`src/rtl/pbus_pkg.sv`:
```
package pbus_pkg;

    localparam int LANES   = 4;
    localparam int BEATS   = 4;
    localparam int BEAT_W  = $clog2(BEATS);

    typedef enum logic [1:0] {
        SZ_WORD = 2'b00,
        SZ_BYTE = 2'b01,
        SZ_HALF = 2'b10,
        SZ_BAD  = 2'b11
    } size_e;

    typedef enum logic [1:0] {
        ST_IDLE,
        ST_BURST,
        ST_HOLD
    } st_e;

    typedef struct packed {
        logic             en;
        logic             wr;
        logic [LANES-1:0] be;
    } req_t;

    // Big-endian lane mask: be[3] is wdata[31:24] (offset 0).
    function automatic logic [LANES-1:0] lane_mask(size_e sz, logic [1:0] off);
        logic [LANES-1:0] m;
        case (sz)
            SZ_BYTE: m = 4'b1000 >> off;
            SZ_HALF: m = off[1] ? 4'b0011 : 4'b1100;
            SZ_WORD: m = 4'b1111;
            default: m = 4'b0000;
        endcase
        return m;
    endfunction

endpackage

```
`src/rtl/pbus_decode.sv`:
```
module pbus_decode
    import pbus_pkg::*;
(
    input  logic             sel0_n,
    input  logic             sel1,
    input  logic [1:0]       size_raw,
    input  logic [1:0]       offset,
    output logic             hit,
    output logic             bad,
    output logic [LANES-1:0] be
);
    size_e sz;

    always_comb begin
        sz  = size_e'(size_raw);
        hit = !sel0_n && sel1;
        bad = (sz == SZ_BAD);
        be  = lane_mask(sz, offset);
    end
endmodule

```
`src/rtl/pbus_seq.sv`:
```
module pbus_seq
    import pbus_pkg::*;
#(
    parameter int WORD_AW = 6
) (
    input  logic               clk,
    input  logic               rst,
    input  logic               hit,
    input  logic               bad,
    input  logic               rd,
    input  logic               burst_n,
    input  logic               cont,
    input  logic [WORD_AW-1:0] word_addr,
    input  logic [LANES-1:0]   be_in,
    output req_t               req,
    output logic [WORD_AW-1:0] mem_addr,
    output logic               ack_n,
    output st_e                st
);
    st_e                st_nxt;
    logic [BEAT_W-1:0]  cnt_q;
    logic [WORD_AW-1:0] base_q;
    logic               wr_q;
    logic [BEAT_W-1:0]  step;

    always_comb begin
        req      = '0;
        mem_addr = word_addr;
        st_nxt   = st;
        step     = base_q[BEAT_W-1:0] + cnt_q;
        case (st)
            ST_IDLE: begin
                if (hit) begin
                    st_nxt = ST_HOLD;
                    if (!bad) begin
                        req.en = 1'b1;
                        req.wr = !rd;
                        req.be = be_in;
                        if (!burst_n) begin
                            req.be = '1;
                            st_nxt = ST_BURST;
                        end
                    end
                end
            end
            ST_BURST: begin
                mem_addr = {base_q[WORD_AW-1:BEAT_W], step};
                if (hit && cont) begin
                    req.en = 1'b1;
                    req.wr = wr_q;
                    req.be = '1;
                    if (cnt_q == BEAT_W'(BEATS - 1)) st_nxt = ST_HOLD;
                end else begin
                    st_nxt = ST_HOLD;
                end
            end
            default: begin
                if (!hit) st_nxt = ST_IDLE;
            end
        endcase
    end

    always_ff @(posedge clk) begin
        if (rst) begin
            st     <= ST_IDLE;
            cnt_q  <= '0;
            base_q <= '0;
            wr_q   <= 1'b0;
            ack_n  <= 1'b1;
        end else begin
            st    <= st_nxt;
            ack_n <= !req.en;
            if (st == ST_IDLE) begin
                cnt_q  <= BEAT_W'(1);
                base_q <= word_addr;
                wr_q   <= !rd;
            end else if (req.en) begin
                cnt_q <= cnt_q + 1'b1;
            end
        end
    end
endmodule

```
`src/rtl/pbus_mem.sv`:
```
module pbus_mem
    import pbus_pkg::*;
#(
    parameter int WORD_AW = 6
) (
    input  logic               clk,
    input  logic               rst,
    input  req_t               req,
    input  logic [WORD_AW-1:0] addr,
    input  logic [31:0]        wdata,
    output logic [31:0]        rdata
);
    localparam int DEPTH = 1 << WORD_AW;

    for (genvar l = 0; l < LANES; l++) begin : g_lane
        logic [7:0] store [DEPTH];
        logic [7:0] q;

        always_ff @(posedge clk) begin
            if (req.en && req.wr && req.be[l]) store[addr] <= wdata[l*8 +: 8];
        end

        always_ff @(posedge clk) begin
            if (rst) q <= '0;
            else if (req.en && !req.wr) q <= store[addr];
        end

        assign rdata[l*8 +: 8] = q;
    end
endmodule

```
`src/rtl/pbus_slave.sv`:
```
module pbus_slave
    import pbus_pkg::*;
#(
    parameter int ADDR_W  = 18,
    parameter int WORD_AW = 6
) (
    input  logic          clk,
    input  logic          rst,
    input  logic          sel0_n,
    input  logic          sel1,
    input  logic          rd_nwr,
    input  logic [0:17]   addr,
    input  logic [1:0]    size,
    input  logic          burst_n,
    input  logic          cont,
    input  logic [31:0]   wdata,
    output logic [31:0]   rdata,
    output logic          ack_n
);
    logic [ADDR_W-1:0]  a_le;
    logic               hit, bad;
    logic [LANES-1:0]   be;
    req_t               mem_req;
    logic [WORD_AW-1:0] mem_addr;
    st_e                st;

    assign a_le = addr;

    pbus_decode u_dec (
        .sel0_n   (sel0_n),
        .sel1     (sel1),
        .size_raw (size),
        .offset   (a_le[1:0]),
        .hit      (hit),
        .bad      (bad),
        .be       (be)
    );

    pbus_seq #(.WORD_AW(WORD_AW)) u_seq (
        .clk       (clk),
        .rst       (rst),
        .hit       (hit),
        .bad       (bad),
        .rd        (rd_nwr),
        .burst_n   (burst_n),
        .cont      (cont),
        .word_addr (a_le[WORD_AW+1:2]),
        .be_in     (be),
        .req       (mem_req),
        .mem_addr  (mem_addr),
        .ack_n     (ack_n),
        .st        (st)
    );

    pbus_mem #(.WORD_AW(WORD_AW)) u_mem (
        .clk   (clk),
        .rst   (rst),
        .req   (mem_req),
        .addr  (mem_addr),
        .wdata (wdata),
        .rdata (rdata)
    );
endmodule

```
`config.mk`:
```
export PLATFORM = sky130hd
export DESIGN_NAME = pbus_slave
export DESIGN_NICKNAME = d
export VERILOG_FILES = /design/src/rtl/pbus_pkg.sv /design/src/rtl/pbus_decode.sv /design/src/rtl/pbus_seq.sv /design/src/rtl/pbus_mem.sv /design/src/rtl/pbus_slave.sv
export SDC_FILE = /design/constraint.sdc
export NUM_CORES = 2
export LEC_CHECK = 0
export BUFFER_PORTS_ARGS = -buffer_cell sky130_fd_sc_hd__buf_2
export CAP_MARGIN = 15
export CORE_MARGIN = 1.5
export CORE_UTILIZATION = 57
export CTS_BUF_LIST = sky130_fd_sc_hd__clkbuf_8
export DETAILED_ROUTE_END_ITERATION = 10
export PLACE_DENSITY_LB_ADDON = 0.2
export SETUP_SLACK_MARGIN = 0.4
export SLEW_MARGIN = 10
export SYNTH_ARGS = -nofsm -noshare
export SYNTH_HDL_FRONTEND = slang
export SYNTH_SLANG_ARGS = --single-unit
```
`constraint.sdc`:
```
create_clock -name clk -period 7.5 [get_ports clk]
set_clock_uncertainty 0.2 [all_clocks]
set_input_delay 0.75 -clock clk [delete_from_list [all_inputs] [get_ports clk]]
set_output_delay 0.75 -clock clk [all_outputs]
set_load 0.02 [all_outputs]
```
* Yosys cells after proc, flatten, opt, wreduce, memory -nomap -nowiden
Memories as Yosys holds them, arrays and structs flattened. A register that Yosys moved wholly into a read port is not among the register bits. Cells that the tools add are included.
Storage, ports and cells: register bits 12, RAM bits 2048, output and inout port bits 33, memories 4, bits of input ports 59
Memories:
- u_mem.g_lane[0].store | words 64, bits a word 8, read ports 1, clocked after Yosys merged registers in 1, write ports 1, RTL line pbus_mem.sv:16 | logic [7:0] store [DEPTH];
- u_mem.g_lane[1].store | words 64, bits a word 8, read ports 1, clocked after Yosys merged registers in 1, write ports 1, RTL line pbus_mem.sv:16
- u_mem.g_lane[2].store | words 64, bits a word 8, read ports 1, clocked after Yosys merged registers in 1, write ports 1, RTL line pbus_mem.sv:16
- u_mem.g_lane[3].store | words 64, bits a word 8, read ports 1, clocked after Yosys merged registers in 1, write ports 1, RTL line pbus_mem.sv:16
Cells by class: shifts and indexed selects 1, reduce and logical (&&, ||, !) cells 17, add/subtract/negate cells 2, eq/ne operators 8, mux-type cells 25
Operators by type and width (count):
- 6-bit 2-to-1 mux | 4
- 2-bit 2-to-1 mux | 6
- 4-bit case mux with 3 select lines | 1
- 6-bit case mux with 2 select lines | 1
- 1-bit 2-to-1 mux | 10
- 1-bit logical AND | 8
- 4-bit 2-to-1 mux | 2
- 2-bit equality test (second input constant) | 3
- 3-bit != test (second input constant) | 2
- 2-bit by 1-bit equality test with 1-bit output (second input constant) | 2
- 1-bit logical NOT | 4
- 2-bit logical NOT | 2
- 2-bit case mux with 2 select lines | 1
- 4-bit by 2-bit >> shifter with 4-bit output (first input constant) | 1
- 3-bit AND reduction | 1
- 2-bit by 1-bit adder with 2-bit output (second input constant) | 1
- 2-bit adder | 1
- 2-bit by 1-bit != test with 1-bit output (second input constant) | 1
- 2-bit nonzero test | 1
- 2-bit OR reduction | 1

* Longest topological paths before layout
depth in word-level cells 10, depth in mapped cells 12, depth with buffers taken out 8

* Cells and area by module
From an unflattened synthesis, not the netlist that was laid out.
Unflattened totals: cells, all modules 4656, area total of the unflattened synthesis 81590.8 µm²
Modules (own cells, without submodules):
- pbus_mem | seq. area each 62139.6 µm², area an instance 80870.1 µm², cells an instance 4569, times used 1
- pbus_seq | seq. area each 240.2 µm², area an instance 651.9 µm², cells an instance 76, times used 1
- pbus_decode | seq. area each 0.0 µm², area an instance 68.8 µm², cells an instance 11, times used 1

* Least setup slack after synthesis
OpenSTA, ideal clock, no wires.
kind in2reg, from input port addr[14] in the netlist's numbering, to memory u_mem.g_lane[0].store[42][0], enable pin, arrival 2.570 ns, stages on the path 8, data required time 6.930 ns, setup slack 4.360 ns, path buffers 4, cells stage by stage inv_1 mux2i_1 clkbuf_1 buf_2 buf_1 nand2_1 clkbuf_1 nor2_1
On the way: word-level cells in the longest chain between the ends 1
RTL lines:
- start, declared | RTL line pbus_slave.sv:12 | input logic [0:17] addr,
- 6-bit 2-to-1 mux | RTL line pbus_seq.sv:31 | case (st)
- end, declared | RTL line pbus_mem.sv:16
Every way passes these cells.

* Final worst setup path
from register u_seq.st[0], to register u_mem.g_lane[2].q[6] (read register of u_mem.g_lane[2].store)
On the way: word-level cells in the longest chain between the ends 4
RTL lines:
- start, declared | RTL line pbus_seq.sv:18 | output st_e st
- start signal, assigned | RTL line pbus_seq.sv:71 | st <= st_nxt;
- 2-bit by 1-bit equality test with 1-bit output / 2-bit logical NOT (equally long branches) | RTL line pbus_seq.sv:31
- 6-bit case mux with 2 select lines | RTL line pbus_seq.sv:31
- 1-bit logical NOT | RTL line pbus_mem.sv:25 | else if (req.en && !req.wr) q <= store[addr];
- 1-bit logical AND | RTL line pbus_mem.sv:25
- end, declared | RTL line pbus_mem.sv:17 | logic [7:0] q;
Parallel ways exist; a longest one is shown, timed or not. A chain may end at the register's enable or synchronous reset.

==> results by group <==
Run status
  – Status: complete, no violations

Detailed routing
  – Vias: around 42k
  – Drt drc: 0
  – Average wire per standard cell: 31.3 um
  – Routed Antenna Nets: 0
  – Initial DRC count: approximately 5.6k
  – Drt first pass iters: 9
  – Via density: ~6.5
  – Routed wire length: 200 mm

Floorplanning
  – DIE AREA: 142000 um^2
  – Core area: between 100000 and 150000 um^2
  – Initial Util: 0.573
  – Site Rows: 137
  – Die span in y: 377 um
  – Boundary pin count: between 90 and 100
  – Die W: between 300 and 400 um

Place
  – Setup WS pre-CTS: 2630 ps
  – Placed Instances: between 5k and 6k
  – GP Congestion: 0.823
  – PortBufs: 81
  – Hpwl dp: 114 mm

Worst setup path
  – Crit path cell chain: nor2b_1 > buf_4 > mux2i_4 > buf_12 > mux4_2 > a22oi_1 > nand4_1 > nor3_1 > a211oi_1
  – Kind of critical path: reg2reg
  – CP max-delay cell: mux2i_4
  – CP Capture Type: register
  – Critical Path Start Type: register
  – Crit path largest cell delay: approximately 940 ps
  – Crit Path Max Fanout: 46
  – Worst path arrival time: 5610 ps
  – WP data required: 8140 ps

CTS
  – Setup Buffers After CTS: 0
  – Root Buffer: clkbuf_8
  – H-Tree Level Count: 5
  – TritonCTS Sinks: roughly 2.1k
  – Total CTS buffers: 336
  – Post-CTS sizing: 0
  – TritonCTS clock tree: yes
  – Clock-pin slew on the worst setup and hold paths: around 60 ps
  – Clock latency on the worst-skew pair: 990 ps
  – CTS max path bufs: 4

Synthesis
  – Post-synth EDFFs: 2048
  – Cells after Synth: 3986
  – Yosys warns: 0
  – Net Count, Synth: 4047
  – Sequential share of the synthesized area: 0.782
  – Avg Cell Area, Syn: 20.0 um^2
  – Post-synthesis cell type count: between 50 and 60
  – Post-Syn Area: 79800 um^2
  – Fraction of registers with async set or reset after synthesis: 0
  – Seq cells post-synth: 2092
  – Top_reg_cell synth: edfxtp_1

Final layout
  – Fin cells: 6395
  – Area Growth Syn to Fin: 11.1%
  – Core Util, Final: 0.636
  – Post-layout nets: 4335
  – Layout cells sized above 1: 0.229
  – Fill count: 9582

STA
  – RSZ-0062 raised after global routing: false
  – Fmax: between 0.2 and 0.25 GHz
  – Final period util: 0.663
  – Pins over their slew limit: 0
  – Slew HR: 0.166
  – Setup TNS: 0 ps
  – Tightest Pin Transition: roughly 1200 ps
  – Setup violators final: 0
  – Min Clock Period, post-route: 4970 ps
  – Final setup margin: 2530 ps
  – Final Hold Fails: 0

Power and ir drop
  – Static Leakage: 27.8 nW
  – PD cells: roughly 260 nW/um^2
  – VDD IR max: 0.000132 V
  – Tot Pwr: 23.3 mW
  – Seq pwr share: 0.554
  – Psw: 5.50 mW
  – Sw Share: 0.236
  – Internal: approximately 18 mW
  – Combinational fraction of design power: 0.080
  – Clock power frac: 0.366

GRT
  – GR Overflow Total: 0
  – Largest net degree at the start of global routing: 103
  – Overall Global Routing Usage: 0.284
  – First-pass GRT wire length: 287 mm
  – Vias in the first global route: 41.1k
  – Initial antenna violation count: 9

Hold path
  – Hold crit path type: in2reg

Flow run
  – Max Cap Viol: 0
-- logic make-up (layout without fill, tap and decap cells) --
kind of cell	after synthesis	count (layout)	share of synthesized area
buffers and inverters	243	770	0.0131
other	0	6	0
XOR/XNOR	2	2	0.000392
AO/OA/AOI/OAI	523	523	0.0466
flip-flops	2092	2092	0.782
AND/OR/NAND/NOR	674	674	0.0354
multiplexers	450	450	0.122
adder cells (fa/ha/maj)	2	2	0.000314
-- cell usage in the layout (no fill, tap or decap), types with 8 or more instances in the layout --
master and instances:
a211oi_1 24, inv_1 154, mux4_2 416, clkinv_1 54
clkbuf_8 347, a311oi_1 10, nand2_1 202, a31oi_1 10
a222oi_1 22, nor3_1 19, buf_4 76, buf_2 74
edfxtp_1 2048, a22oi_1 223, nand4_1 35, dlygate4sd3_1 16
clkinv_2 19, o21ai_0 24, o31a_1 10, nand2_2 8
nor3_2 10, a221oi_1 46, nand3_1 37, nor2_1 328
mux2_2 24, dfxtp_1 44, a21oi_1 117, buf_12 20
-- cells in the mapped netlist (all sizes together) (2+ instances only) --
master,number,area share
buf,95,0.0061
o22ai,4,0.00031
inv,6,0.00028
o31ai,4,0.00038
a22oi,223,0.021
nand2,210,0.0099
o21ai,24,0.0015
a22o,7,0.00077
nor2,334,0.016
or2,3,0.00024
nor4bb,2,0.00025
nand2b,4,0.00031
clkbuf,142,0.0067
a2111oi,3,0.00033
a31o,6,0.00066
o31a,10,0.0011
o2111ai,3,0.00033
a31oi,10,0.00078
ha,2,0.00031
a222oi,22,0.0028
nor3,33,0.0023
and4,2,0.00022
a32oi,3,0.00033
a221oi,46,0.0051
nand4,35,0.0027
mux4,416,0.12
a311oi,10,0.0011
dfxtp,44,0.011
a21oi,119,0.0075
mux2,24,0.0034
nand4bb,2,0.00028
edfxtp,2048,0.77
nand3,37,0.0023
a211oi,24,0.0023
nor2b,3,0.00024
mux2i,10,0.0013
and2,4,0.00031
a21o,3,0.00028
-- routing by layer --
| metal | up-vias | track usage | wire length, um |
|---|---|---|---|
| met1 | 21700 | 0.417 | 79600 |
| met5 | - | 0 | 13 |
| li1 | 17100 | - | - |
| met4 | 2 | 0.0897 | 5670 |
| met2 | 2468 | 0.428 | 93300 |
| met3 | 355 | 0.0692 | 21200 |
-- power by group through the flow --
stage,sequential [mW],combinational [mW],clock (mW)
6_report,12.9,1.86,8.54
5_1_grt,12.9,1.95,9.13
4_1_cts,12.9,1.84,8.64
3_5_place_dp,13.2,1.83,0
3_3_place_gp,13.1,1.81,0
2_1_floorplan,13.1,1.05,0
-- area by class of cell --
| cell class | count | area (um^2) | share of cell area |
|---|---|---|---|
| flip-flops and latches | 2092 | 62400 | 0.704 |
| diodes | 6 | 15.0 | 0.000169 |
| well taps | 1876 | 2350 | 0.0265 |
| inverters | 6 | 22.5 | 0.000254 |
| clock buffers | 347 | 4780 | 0.0539 |
| clock inverters | 230 | 945 | 0.0107 |
| repair buffers | 187 | 1530 | 0.0173 |
| multi-input cells | 1651 | 16600 | 0.187 |
-- per-stage QoR --
step / hold slack, ps / instance area, um^2
after floorplan: 241 / 79800
after global placement: 247 / 82400
after detailed placement: 254 / 82400
after CTS: 16.2 / 88300
after global routing: 18.5 / 88600
final: 43.9 / 88600
-- worst paths after layout --
kind	start	endpoint	slack, ps	cells past startpoint
max	u_seq.st[0]	u_mem.g_lane[2].q[6]	2530	9
min	wdata[11]	u_mem.g_lane[1].store[36][3]	40	1
max reg2reg	u_seq.st[0]	u_mem.g_lane[2].q[6]	2530	9
min reg2reg	u_seq.base_q[0]	u_seq.base_q[0]	260	2
-- registers in the layout, summed over array words and instances, names as in the netlist --
register	cells
u_mem.g_lane.q	32
u_mem.g_lane.store	2048
u_seq.ack_n	1
u_seq.base_q	6
u_seq.cnt_q	2
u_seq.st	2
u_seq.wr_q	1
-- worst max-delay path: cells and delay by family, from the launching register on --
family,cells,cell delay (ps)
multiplexers,2,1490
buffers and inverters,2,690
flip-flops,1,580
AO/OA/AOI/OAI,2,640
AND/OR/NAND/NOR,3,1140
-- what timing repair did --
item / CTS / global route
hold buffers: 10 / 6
endpoints found under the setup margin: 0 / 0
hold endpoints to repair: 10 / 90
Note: power is estimated with default switching activity, not from simulation.
